$ cat src/rtl/scan_pkg.sv
package scan_pkg;

  typedef enum logic [1:0] {
    H_IDLE = 2'd0,
    H_CLR  = 2'd1,
    H_GAP  = 2'd2,
    H_RUN  = 2'd3
  } hline_state_t;

  function automatic int max2(input int a, input int b);
    return (a > b) ? a : b;
  endfunction

endpackage

$ cat src/rtl/scan_h_seq.sv
module scan_h_seq
  import scan_pkg::*;
#(
  parameter int HALF_DIV    = 12,
  parameter int HCK_PERIODS = 271,
  parameter int CLR_W       = 231,
  parameter int GAP_W       = 129
) (
  input  logic clk,
  input  logic rst,
  input  logic hsync_stb,
  input  logic odd_line,
  input  logic dir_ltr,
  output logic clr_o,
  output logic hst_o,
  output logic hck_a_o,
  output logic hck_b_o,
  output logic dir_o
);

  localparam int OFS   = 3 * HALF_DIV;
  localparam int SPAN  = max2(CLR_W, GAP_W + OFS);
  localparam int CW    = $clog2(SPAN + 1);
  localparam int HW    = $clog2(HALF_DIV + 1);
  localparam int HALVES = 2 * HCK_PERIODS;
  localparam int RW    = $clog2(HALVES + 1);

  hline_state_t   st;
  logic [CW-1:0]  cnt;
  logic [HW-1:0]  hc;
  logic [RW-1:0]  run_half;
  logic           phase;
  logic           dir_q;

  always_ff @(posedge clk) begin
    if (rst) begin
      st       <= H_IDLE;
      cnt      <= '0;
      hc       <= '0;
      run_half <= '0;
      phase    <= 1'b0;
      clr_o    <= 1'b0;
      hst_o    <= 1'b0;
      dir_q    <= 1'b1;
    end else begin
      dir_q <= dir_ltr;
      if (hsync_stb) begin
        st       <= H_CLR;
        cnt      <= CW'(CLR_W - 1);
        clr_o    <= 1'b1;
        hst_o    <= 1'b0;
        phase    <= 1'b0;
        run_half <= '0;
      end else begin
        unique case (st)
          H_IDLE: begin
            phase <= 1'b0;
          end
          H_CLR: begin
            if (cnt == '0) begin
              st    <= H_GAP;
              clr_o <= 1'b0;
              cnt   <= CW'(GAP_W - 1) + (odd_line ? CW'(OFS) : CW'(0));
            end else begin
              cnt <= cnt - 1'b1;
            end
          end
          H_GAP: begin
            if (cnt == '0) begin
              st       <= H_RUN;
              hst_o    <= 1'b1;
              hc       <= HW'(HALF_DIV - 1);
              run_half <= '0;
              phase    <= 1'b0;
            end else begin
              cnt <= cnt - 1'b1;
            end
          end
          H_RUN: begin
            if (hc == '0) begin
              hc       <= HW'(HALF_DIV - 1);
              run_half <= run_half + 1'b1;
              if (run_half == RW'(1)) hst_o <= 1'b0;
              if (run_half == RW'(HALVES)) begin
                st    <= H_IDLE;
                phase <= 1'b0;
              end else begin
                phase <= ~phase;
              end
            end else begin
              hc <= hc - 1'b1;
            end
          end
          default: st <= H_IDLE;
        endcase
      end
    end
  end

  // Direction exchange of the two horizontal phases.
  assign hck_a_o = dir_q ? phase : ~phase;
  assign hck_b_o = dir_q ? ~phase : phase;
  assign dir_o   = dir_q;

  assert_clr_start_R2: assert property (@(posedge clk) disable iff (rst)
    hsync_stb |=> (clr_o && !hst_o));

  assert_hst_after_clr_R3: assert property (@(posedge clk) disable iff (rst)
    $rose(hst_o) |-> (!clr_o && !$past(clr_o)));

  assert_start_phase_low_R5: assert property (@(posedge clk) disable iff (rst)
    $rose(hst_o) |-> (hck_a_o == !dir_q));

endmodule

$ cat src/rtl/scan_v_seq.sv
module scan_v_seq #(
  parameter int LINES   = 225,
  parameter int MID_OFS = 2100
) (
  input  logic clk,
  input  logic rst,
  input  logic hsync_stb,
  input  logic vsync_stb,
  output logic vst_o,
  output logic vck_a_o,
  output logic vck_b_o,
  output logic gate_en_o,
  output logic odd_line_o
);

  localparam int LW = $clog2(LINES + 2);
  localparam int MW = $clog2(MID_OFS + 1);

  logic [LW-1:0] lcnt, lcnt_n;
  logic          vck_n;
  logic          in_field_n, in_field;
  logic [MW-1:0] mid_cnt;
  logic          mid_act;

  always_comb begin
    lcnt_n = lcnt;
    vck_n  = vck_a_o;
    if (vsync_stb) begin
      lcnt_n = '0;
      vck_n  = 1'b0;
    end else if (hsync_stb) begin
      if (lcnt < LW'(LINES)) begin
        lcnt_n = lcnt + 1'b1;
        vck_n  = ~vck_a_o;
      end else begin
        lcnt_n = LW'(LINES + 1);
      end
    end
    in_field_n = (lcnt_n != '0) && (lcnt_n <= LW'(LINES));
  end

  assign in_field   = (lcnt != '0) && (lcnt <= LW'(LINES));
  assign odd_line_o = lcnt[0] && in_field;

  always_ff @(posedge clk) begin
    if (rst) begin
      lcnt      <= LW'(LINES + 1);
      vck_a_o   <= 1'b0;
      vck_b_o   <= 1'b1;
      gate_en_o <= 1'b1;
      vst_o     <= 1'b0;
      mid_cnt   <= '0;
      mid_act   <= 1'b0;
    end else begin
      lcnt      <= lcnt_n;
      vck_a_o   <= vck_n;
      vck_b_o   <= ~vck_n;
      gate_en_o <= in_field_n ? vck_n : 1'b1;
      if (vsync_stb || hsync_stb) begin
        mid_act <= 1'b1;
        mid_cnt <= MW'(MID_OFS - 1);
      end else if (mid_act) begin
        if (mid_cnt == '0) begin
          mid_act <= 1'b0;
          vst_o   <= (lcnt == '0);
        end else begin
          mid_cnt <= mid_cnt - 1'b1;
        end
      end
    end
  end

  assert_vck_cause_R7: assert property (@(posedge clk) disable iff (rst)
    (vck_a_o != $past(vck_a_o)) |-> ($past(hsync_stb) || $past(vsync_stb)));

  assert_vck_frozen_R7: assert property (@(posedge clk) disable iff (rst)
    ((lcnt == LW'(LINES + 1)) && ($past(lcnt) == LW'(LINES + 1))) |-> $stable(vck_a_o));

  assert_en_idle_high_R9: assert property (@(posedge clk) disable iff (rst)
    !in_field |-> gate_en_o);

  assert_vst_line0_R8: assert property (@(posedge clk) disable iff (rst)
    $rose(vst_o) |-> (lcnt == '0));

  assert_coincident_R11: assert property (@(posedge clk) disable iff (rst)
    (hsync_stb && vsync_stb) |=> (lcnt == '0 && !vck_a_o));

endmodule

$ cat src/rtl/scan_line_pol.sv
module scan_line_pol (
  input  logic clk,
  input  logic rst,
  input  logic hsync_stb,
  output logic pol_o
);

  always_ff @(posedge clk) begin
    if (rst)            pol_o <= 1'b0;
    else if (hsync_stb) pol_o <= ~pol_o;
  end

  assert_pol_flip_R10: assert property (@(posedge clk) disable iff (rst)
    hsync_stb |=> (pol_o != $past(pol_o)));

endmodule

$ cat src/rtl/panel_scan_gen.sv
module panel_scan_gen #(
  parameter int HALF_DIV    = 12,
  parameter int HCK_PERIODS = 271,
  parameter int CLR_W       = 231,
  parameter int GAP_W       = 129,
  parameter int LINES       = 225,
  parameter int MID_OFS     = 2100
) (
  input  logic clk,
  input  logic rst,
  input  logic hsync_stb,
  input  logic vsync_stb,
  input  logic dir_ltr,
  output logic line_clr,
  output logic h_start,
  output logic h_clk_a,
  output logic h_clk_b,
  output logic v_start,
  output logic v_clk_a,
  output logic v_clk_b,
  output logic gate_en,
  output logic dir_level,
  output logic vid_pol
);

  logic odd_line;

  scan_v_seq #(
    .LINES   (LINES),
    .MID_OFS (MID_OFS)
  ) u_vseq (
    .clk        (clk),
    .rst        (rst),
    .hsync_stb  (hsync_stb),
    .vsync_stb  (vsync_stb),
    .vst_o      (v_start),
    .vck_a_o    (v_clk_a),
    .vck_b_o    (v_clk_b),
    .gate_en_o  (gate_en),
    .odd_line_o (odd_line)
  );

  scan_h_seq #(
    .HALF_DIV    (HALF_DIV),
    .HCK_PERIODS (HCK_PERIODS),
    .CLR_W       (CLR_W),
    .GAP_W       (GAP_W)
  ) u_hseq (
    .clk       (clk),
    .rst       (rst),
    .hsync_stb (hsync_stb),
    .odd_line  (odd_line),
    .dir_ltr   (dir_ltr),
    .clr_o     (line_clr),
    .hst_o     (h_start),
    .hck_a_o   (h_clk_a),
    .hck_b_o   (h_clk_b),
    .dir_o     (dir_level)
  );

  scan_line_pol u_pol (
    .clk       (clk),
    .rst       (rst),
    .hsync_stb (hsync_stb),
    .pol_o     (vid_pol)
  );

endmodule

$ cat config.mk
export PLATFORM = sky130hd
export DESIGN_NAME = panel_scan_gen
export DESIGN_NICKNAME = d
export VERILOG_FILES = /design/src/rtl/scan_pkg.sv /design/src/rtl/scan_h_seq.sv /design/src/rtl/scan_v_seq.sv /design/src/rtl/scan_line_pol.sv /design/src/rtl/panel_scan_gen.sv
export SDC_FILE = /design/constraint.sdc
export NUM_CORES = 1
export LEC_CHECK = 0
export BUFFER_PORTS_ARGS = -buffer_cell sky130_fd_sc_hd__buf_4
export CAP_MARGIN = 25
export CORE_AREA = 4 4 125 67
export CTS_CLUSTER_DIAMETER = 60
export DETAILED_ROUTE_END_ITERATION = 10
export DIE_AREA = 0 0 129 71
export GPL_TIMING_DRIVEN = 0
export PLACE_DENSITY = 0.63
export SLEW_MARGIN = 0
export SYNTH_ARGS = -nofsm -noshare
export SYNTH_HDL_FRONTEND = slang
export SYNTH_HIERARCHICAL = 1
export SYNTH_SLANG_ARGS = --single-unit
$ cat constraint.sdc
create_clock -name clk -period 1.85 [get_ports clk]
set_clock_uncertainty 0.05 [all_clocks]
set_input_delay 0.555 -clock clk [delete_from_list [all_inputs] [get_ports clk]]
set_output_delay 0.555 -clock clk [all_outputs]
set_load 0.05 [all_outputs]
* Word-level counts from Yosys, hierarchy flattened
Index checks and enable logic that the tools add are counted.
** Word-level totals
- Flip-flop bits (word level) :: 54
- Output and inout port bits :: 10
** Cells by class
- Reduce and logical (&&, ||, !) cells :: 35
- Mux-type cells :: 41
- Bitwise logic cells :: 8
- Magnitude comparators :: 3
- $add $sub $neg :: 6
- Equal/unequal tests :: 17
** Operators with widths (count)
- 8-bit two-way mux :: 6
- 12-bit two-way mux :: 3
- 10-bit two-way mux :: 2
- 10-bit case mux with 2 select lines :: 1
- 1-bit two-way mux :: 17
- 8-bit less-or-equal comparator, second input constant :: 2
- 8-bit zero test :: 2
- 8-bit case mux with 2 select lines :: 1
- 8-bit nonzero test :: 2
- 12-bit zero test :: 1
- 2-bit by 1-bit inequality test with 1-bit output, second input constant :: 6
- 3-bit by 2-bit inequality test with 1-bit output, second input constant :: 4
- 3-bit AND reduction :: 4
- 12-bit by 1-bit subtractor with 12-bit output, second input constant :: 1
- 10-bit by 1-bit adder with 10-bit output, second input constant :: 1
- 10-bit by 1-bit equality test with 1-bit output, second input constant :: 1
- 10-bit equality test, second input constant :: 1
- 2-bit AND reduction :: 5
- 5-bit AND reduction :: 2
- 2-bit nonzero test :: 5
- 3-bit nonzero test :: 3
- 8-bit by 1-bit adder with 8-bit output, second input constant :: 1
- 8-bit adder, first input constant :: 1
- 8-bit less-than comparator, second input constant :: 1
- other kinds (21) :: 37

* Longest topological paths before layout
Gate-level depths: netlist of run 1.
- Word-level depth :: 8
- Mapped depth :: 10
- Gate-level depth less buffers :: 9

* By module
The synthesis of run 1 kept the hierarchy.
** By module, submodules not included
- scan_h_seq :: instances 1, area each 1752.9 sq um, cells each 212, seq. area each 560.5 sq um
- scan_v_seq :: instances 1, area each 1413.9 sq um, cells each 174, seq. area each 500.5 sq um
- scan_line_pol :: instances 1, area each 32.5 sq um, cells each 3, seq. area each 20.0 sq um

* Worst setup path before layout of run 1
Ideal clock, no wire load.
- Path kind :: register to output
- From :: register u_hseq.dir_q (netlist: u_hseq/dir_o)
- To :: output port h_clk_a
- Stages on the path, launching flop included :: 3
- Slack :: -0.709 ns
- Arrival :: 1.954 ns
- Cells stage by stage :: dfxtp_1 -> xor2_1 -> inv_1
** On the way
- Longest elaborated chain between the ends :: 1
** RTL lines
- start, declared :: line scan_h_seq.sv:33 : logic dir_q;
- start signal, assigned :: line scan_h_seq.sv:46 : dir_q <= dir_ltr;
- 1-bit two-way mux :: line scan_h_seq.sv:101 : assign hck_a_o = dir_q ? phase : ~phase;
- end, declared :: line panel_scan_gen.sv:16 : output logic h_clk_a,
Every way passes these cells.

* Worst setup path after layout of run 1
- From :: register u_vseq.mid_cnt[1]
- To :: register u_vseq.mid_cnt[1]
** On the way
- Longest elaborated chain between the ends :: 4
- Elaborated cells between the ends (all ways) :: 7
- Those cells by class :: add/sub: 1; eq/ne: 1; mux: 3; reduce/logical: 2
** RTL lines
- start, declared :: line scan_v_seq.sv:22 : logic [MW-1:0] mid_cnt;
- start signal, assigned :: line scan_v_seq.sv:61 : mid_cnt <= MW'(MID_OFS - 1);
- start signal, assigned :: line scan_v_seq.sv:67 : mid_cnt <= mid_cnt - 1'b1;
- 12-bit by 1-bit subtractor with 12-bit output :: line scan_v_seq.sv:67
- 12-bit two-way mux :: line scan_v_seq.sv:63 : if (mid_cnt == '0) begin
- 12-bit two-way mux :: line scan_v_seq.sv:62 : end else if (mid_act) begin
- 12-bit two-way mux :: line scan_v_seq.sv:59 : if (vsync_stb || hsync_stb) begin
Several ways; a longest one is shown, not always the timed one. The select of a mux whose other input is x is not followed.
A chain may end at the register's enable or synchronous reset.

==> results.ini, run 1 <==
[logic_synthesis]
synth_area_um2=3200
ys_types=60
synth_area_leaders=dfxtp_1 34%, ha_1 7.4%, a21oi_1 5.2%, nor2_1 3.9%, inv_1 3.3%
seq_area_frac_synth_pct=33.8
synth_seq_cells=54
postSynth.asyncResetShare_pct=0
synth_edf_count=0
synth_ff_type=dfxtp_1
synth.largest_area_cell=dfxtp_1
avgSynthCellArea_um2=8.22
syn_nets=413
yosysWarnings=6
synth_top_area_share_pct=33.8
synthCells=389

[routing]
ant_nets=0
route.detailed.drc=0
post_drt_wl_per_cell_um=15.8
vias=3110
initialDrtViolationCount=227
totalWireLength_um=8520
dr.pass1.iters=5
routed_via_density=5.77

[setup_path]
reg2reg_from=u_vseq/mid_cnt[1]
cp_max_fo=6
criticalPathCategory=register to register
worstPathArrival_ps=2060
cp-end-kind=register
reg2reg_slack_ps=-90
required_ps=1970
r2r_cells=7
reg2reg_to=u_vseq/mid_cnt[1]
critPathLaunchType=register

[sta]
setup_slack_ps=-92.0
hold_viol=0
fin_crit_ps=1940
fin_crit_sh_pct=105
fmax_ghz=0.515
setup_viol=16
drv_slew=0
rsz0062_at_grt=yes
finalSetupTns_ps=-764
whs_ps=402
relSlewSlack_pct=54.8
tightest_slew_ps=677

[clocking]
clock_sinks=54
root_buffer=clkbuf_16
htree_num_levels=2
clock_path_buffers=2
clk_pin_slew_ps=70
insertion_delay_ps=300
cts_tree=done
cts_hold_buffers=0
cts_buffers=5

[min_path]
min_to=u_hseq/dir_o
hold_start=dir_ltr
min_path_cells=2
hp-class=primary input to register

[die]
initial_core_util_pct=44.4
dieArea_um2=9160
die_x_um=129
core_um2=7210
die_h_um=71
core.rowCount=22
ios=15

[run_status]
outcome=finished with violations
violations=setup timing

[cells_and_area]
antenna_cells=0
fin_nets=466
fin_area_um2=4290
drive_above_1_share_pct=35.4
final_util_pct=59.5
layout_common_cells=54 x buf_4, 35 x dfxtp_1, 30 x nor2_1
fin_cells=539
final_common_cell=buf_4
area_growth_pct=34.1

[global_route]
grt_antenna_before_repair=0
grt_pass1_vias=2950
grt_pass1_wl_um=13300
overflow=0
track_usage_pct=17.7
grt_max_degree=18

[place]
gp_congestion=0.871
placedCellCount=499
place_area_um2=3470
dpl.hpwl_um=5290
port_buffers=14

[power_and_ir_drop]
cellPowerDensity_nw_per_um2=946
p_leak_nw=1.59
peakVddDrop_v=0.000400

[job]
timing.max_cap.violations=0

## metrics by stage
step | setup WS, ps | power (mW)
2_1_floorplan | 0.903 | 2.13
5_1_grt | -188 | 4.29
3_3_place_gp | -447 | 2.32
4_1_cts | -74.7 | 3.88
6_report | -92.0 | 4.06
3_5_place_dp | -528 | 2.36
## cells in the mapped netlist (6+ instances only)
cell	instances
ha_1	19
nor3_1	17
xnor2_1	9
or4_1	10
a21oi_1	33
or2_2	6
nor4_1	6
inv_1	28
dfxtp_1	54
a31oi_1	6
nand2_1	27
clkbuf_1	14
nor2_1	33
o21ai_0	9
xor2_1	7
nand3_1	14
nand4_1	7
o31ai_1	10
## registers in the layout (all words and copies together), names as in the netlist
name,count
u_hseq/phase,1
u_vseq/gate_en_o,1
u_vseq/vck_b_o,1
u_vseq/lcnt,8
u_vseq/mid_cnt,12
u_hseq/dir_o,1
u_hseq/run_half,10
u_vseq/vst_o,1
u_pol/pol_o,1
u_vseq/mid_act,1
u_vseq/vck_a_o,1
u_hseq/hst_o,1
u_hseq/hc,4
u_hseq/clr_o,1
u_hseq/st,2
u_hseq/cnt,8
## power by group
| group | internal [mW] | switching, mW |
|---|---|---|
| clock network | 0.778 | 0.452 |
| registers | 1.26 | 0.125 |
| logic | 0.663 | 0.777 |
## final cells by class
cell class,count,area (um2)
multi-input combinational,288,2270
buffer,12,81.3
clock inverter,3,68.8
fill,624,2920
clock buffer,5,125
tap,96,120
inverter,28,115
sequential,54,1120
timing repair buffer,53,395
## timing repair
item,CTS,global route
gates resized for setup,59,51
setup endpoints to repair,37,40
pin swaps,22,35
buffers inserted,25,14
## cells by family after synthesis
logic type / after synthesis / share of synthesized area [%]
simple gates: 151 / 25.5
fa+ha+maj: 19 / 7.43
compound gates: 96 / 20.8
mux: 6 / 1.96
xor+xnor: 16 / 4.38
buf+inv: 47 / 6.06
flops: 54 / 33.8
## worst max path at each step
stage,from,endpoint,slack (ps),cells past startpoint
2_1_floorplan,u_vseq/mid_cnt[0],u_vseq/mid_cnt[4],0.9,7
3_3_place_gp,u_hseq/st[1],u_hseq/cnt[2],-450,5
3_5_place_dp,u_hseq/st[0],u_hseq/hc[3],-530,6
4_1_cts,u_vseq/mid_cnt[0],u_vseq/mid_cnt[11],-70,8
5_1_grt,u_vseq/mid_cnt[1],u_vseq/mid_cnt[5],-190,8
6_report,u_vseq/mid_cnt[1],u_vseq/mid_cnt[1],-90,7
## critical path: stages (launching register included)
cell and delay [ps]:
dfxtp_2 330, inv_2 60, ha_1 130, or4b_4 500, o31a_4 420, buf_4 160
o21ai_2 100, a21oi_1 70
## routing by layer
metal  global-route usage [%]  vias up  wire length (um)  part of all wire (%)
met2                     29.6       85              4170                    49
met3                     3.92       20               369                   4.3
met5                        0        -                 0                     0
met1                     21.9     1490              3790                    45
li1                         -     1515                 -                     -
met4                     7.80        0               188                   2.2
No activity file was read; power rests on OpenSTA's default activity.
==> run 2, diff against run 1 <==
ABC_AREA = 1   (was not set)
CORE_AREA = 4 4 128 69   (was 4 4 125 67)
DIE_AREA = 0 0 132 73   (was 0 0 129 71)
GPL_ROUTABILITY_DRIVEN = 0   (was not set)
==> run 2 against run 1 <==
Compared with the run above:
- the flow now finishes without violations
- clock power is 11% lower
- via count is 2.2% higher
- total power is 27% lower
- cell area is 10% lower
- critical path type is now register to primary output
- sequential share of layout area is 2.1 points higher
- synthesized area is 6.4% higher
- die area is 5.2% higher
- highest routed layer unchanged
==> results.ini, run 2 <==
[run_status]
outcome=completed

[clocking]
root_buffer=clkbuf_16
clock_sinks=54
post-cts-setup-buffer-count=0
cts_buffers=5
htree_num_levels=2
cts_tree=done
cts_hold_buffers=0
insertion_delay_ps=290
clk_pin_slew_ps=70
clock_path_buffers=2

[sta]
setup_viol=0
fmax_ghz=0.573
drv_slew=0
fin_crit_sh_pct=94.3
relSlewSlack_pct=67.6
tightest_slew_ps=486
fin_crit_ps=1740
hold_viol=0
rsz0062_at_grt=yes

[cells_and_area]
area_growth_pct=13.5
final_util_pct=49.9
fin_nets=549
largest-register=u_vseq/mid_cnt
layout_common_cells=121 x nand2_1, 60 x inv_1, 53 x nor2_1
reg_top3=u_vseq/mid_cnt: 12 flops, u_hseq/run_half: 10 flops
largest_reg_flops=12
final_common_cell=nand2_1
drive_above_1_share_pct=14.3
antenna_cells=0

[routing]
initialDrtViolationCount=245
ant_nets=0
post_drt_wl_per_cell_um=12.5
vias=3177
totalWireLength_um=7840
routed_via_density=5.08
dr.pass1.iters=5
route.detailed.drc=0

[setup_path]
worstPathArrival_ps=1140
reg2reg_slack_ps=110
required_ps=1240
critPathLaunchType=register
criticalPathCategory=register to primary output
cp_max_fo=3
cp-end-kind=primary output

[global_route]
busiest_layer=met1
use_met3_pct=3.93
track_usage_pct=16.9
use_met1_pct=26.0
grt_max_degree=18
overflow=0
grt_antenna_before_repair=0
grt_pass1_wl_um=13300
grt_pass1_vias=2751
grtUsageMet2_pct=23.9

[logic_synthesis]
synth_top_area_share_pct=31.8
synthTopCellsByCount=121 x nand2_1, 61 x inv_1, 56 x nor2_1, 54 x dfxtp_1, 44 x nand3_1
avgSynthCellArea_um2=6.75
synth.largest_area_cell=dfxtp_1
synth_most_common_cell=nand2_1
syn_nets=528
synth_area_um2=3400
synth_edf_count=0
synth_area_leaders=dfxtp_1 32%, nand2_1 13%, ha_1 7.0%, inv_1 6.7%, nand3_1 6.5%
ys_types=35
synth_ff_type=dfxtp_1
yosysWarnings=6
seq_area_frac_synth_pct=31.8
synthCells=504
synth_seq_cells=54
postSynth.asyncResetShare_pct=0

[die]
dieArea_um2=9640
core.rowCount=23
die_h_um=73
core_um2=7740
die_x_um=132
ios=15
initial_core_util_pct=44.0

[power_and_ir_drop]
p_leak_nw=1.67
cellPowerDensity_nw_per_um2=765
peakVddDrop_v=0.000500
p_total_mw=2.96

[min_path]
hp-class=primary input to register

[job]
timing.max_cap.violations=0

[place]
port_buffers=14
dpl.hpwl_um=6040

## run 2: layout make-up
| class | count | area [um2] |
|---|---|---|
| inverter | 71 | 269 |
| tap | 100 | 125 |
| buffer | 7 | 67.6 |
| clock buffer | 5 | 125 |
| multi-input combinational | 372 | 2040 |
| timing repair buffer | 14 | 105 |
| sequential | 54 | 1090 |
| fill | 757 | 3880 |
| clock inverter | 3 | 45.0 |
## run 2: critical path: stages (launching register included)
cell and delay, ps:
dfxtp_1 460, xor2_4 160, inv_1 50, buf_4 180
## run 2: worst paths after layout
| kind | cells after the start | endpoint | start |
|---|---|---|---|
| worst min-delay path | 2 | u_hseq/dir_o | dir_ltr |
| worst min register to register | 1 | u_hseq/cnt[0] | u_hseq/cnt[0] |
| worst max-delay path | 3 | h_clk_a | u_hseq/phase |
| worst max register to register | 11 | u_vseq/gate_en_o | u_vseq/lcnt[1] |
## run 2: cell families after synthesis
| family | share of synthesized area (%) |
|---|---|
| compound gates | 11.3 |
| xor+xnor | 4.12 |
| fa+ha+maj | 6.99 |
| buf+inv | 9.74 |
| flops | 31.8 |
| simple gates | 36.1 |
## run 2: routing by layer
layer  up-vias  part of all wire [%]
li1       1660                     -
met1      1447                    57
met2        66                    37
met3         4                   5.1
met4         0                  0.59
met5         -                     0
## run 2: power by group
part           total [mW]  switching, mW  internal [mW]
clock                1.09          0.448          0.639
sequential           1.27         0.0547           1.22
combinational       0.594          0.393          0.201
total                2.96          0.896           2.06
## run 2: stage by stage
stage	hold slack, ps	setup slack, ps	area, um2	setup TNS [ps]	cells
after floorplan	372	26.1	3420	0	504
after global placement	390	-348	3650	-3550	618
after detailed placement	401	-392	3650	-3990	618
after CTS	381	20.7	3840	0	626
after global routing	377	-4.34	3860	-7.83	626
final	389	106	3860	0	626
## run 2: repair_timing
item	in CTS	in global routing
setup endpoints to repair	12	20
gates resized for setup	4	11
pin swaps	0	1
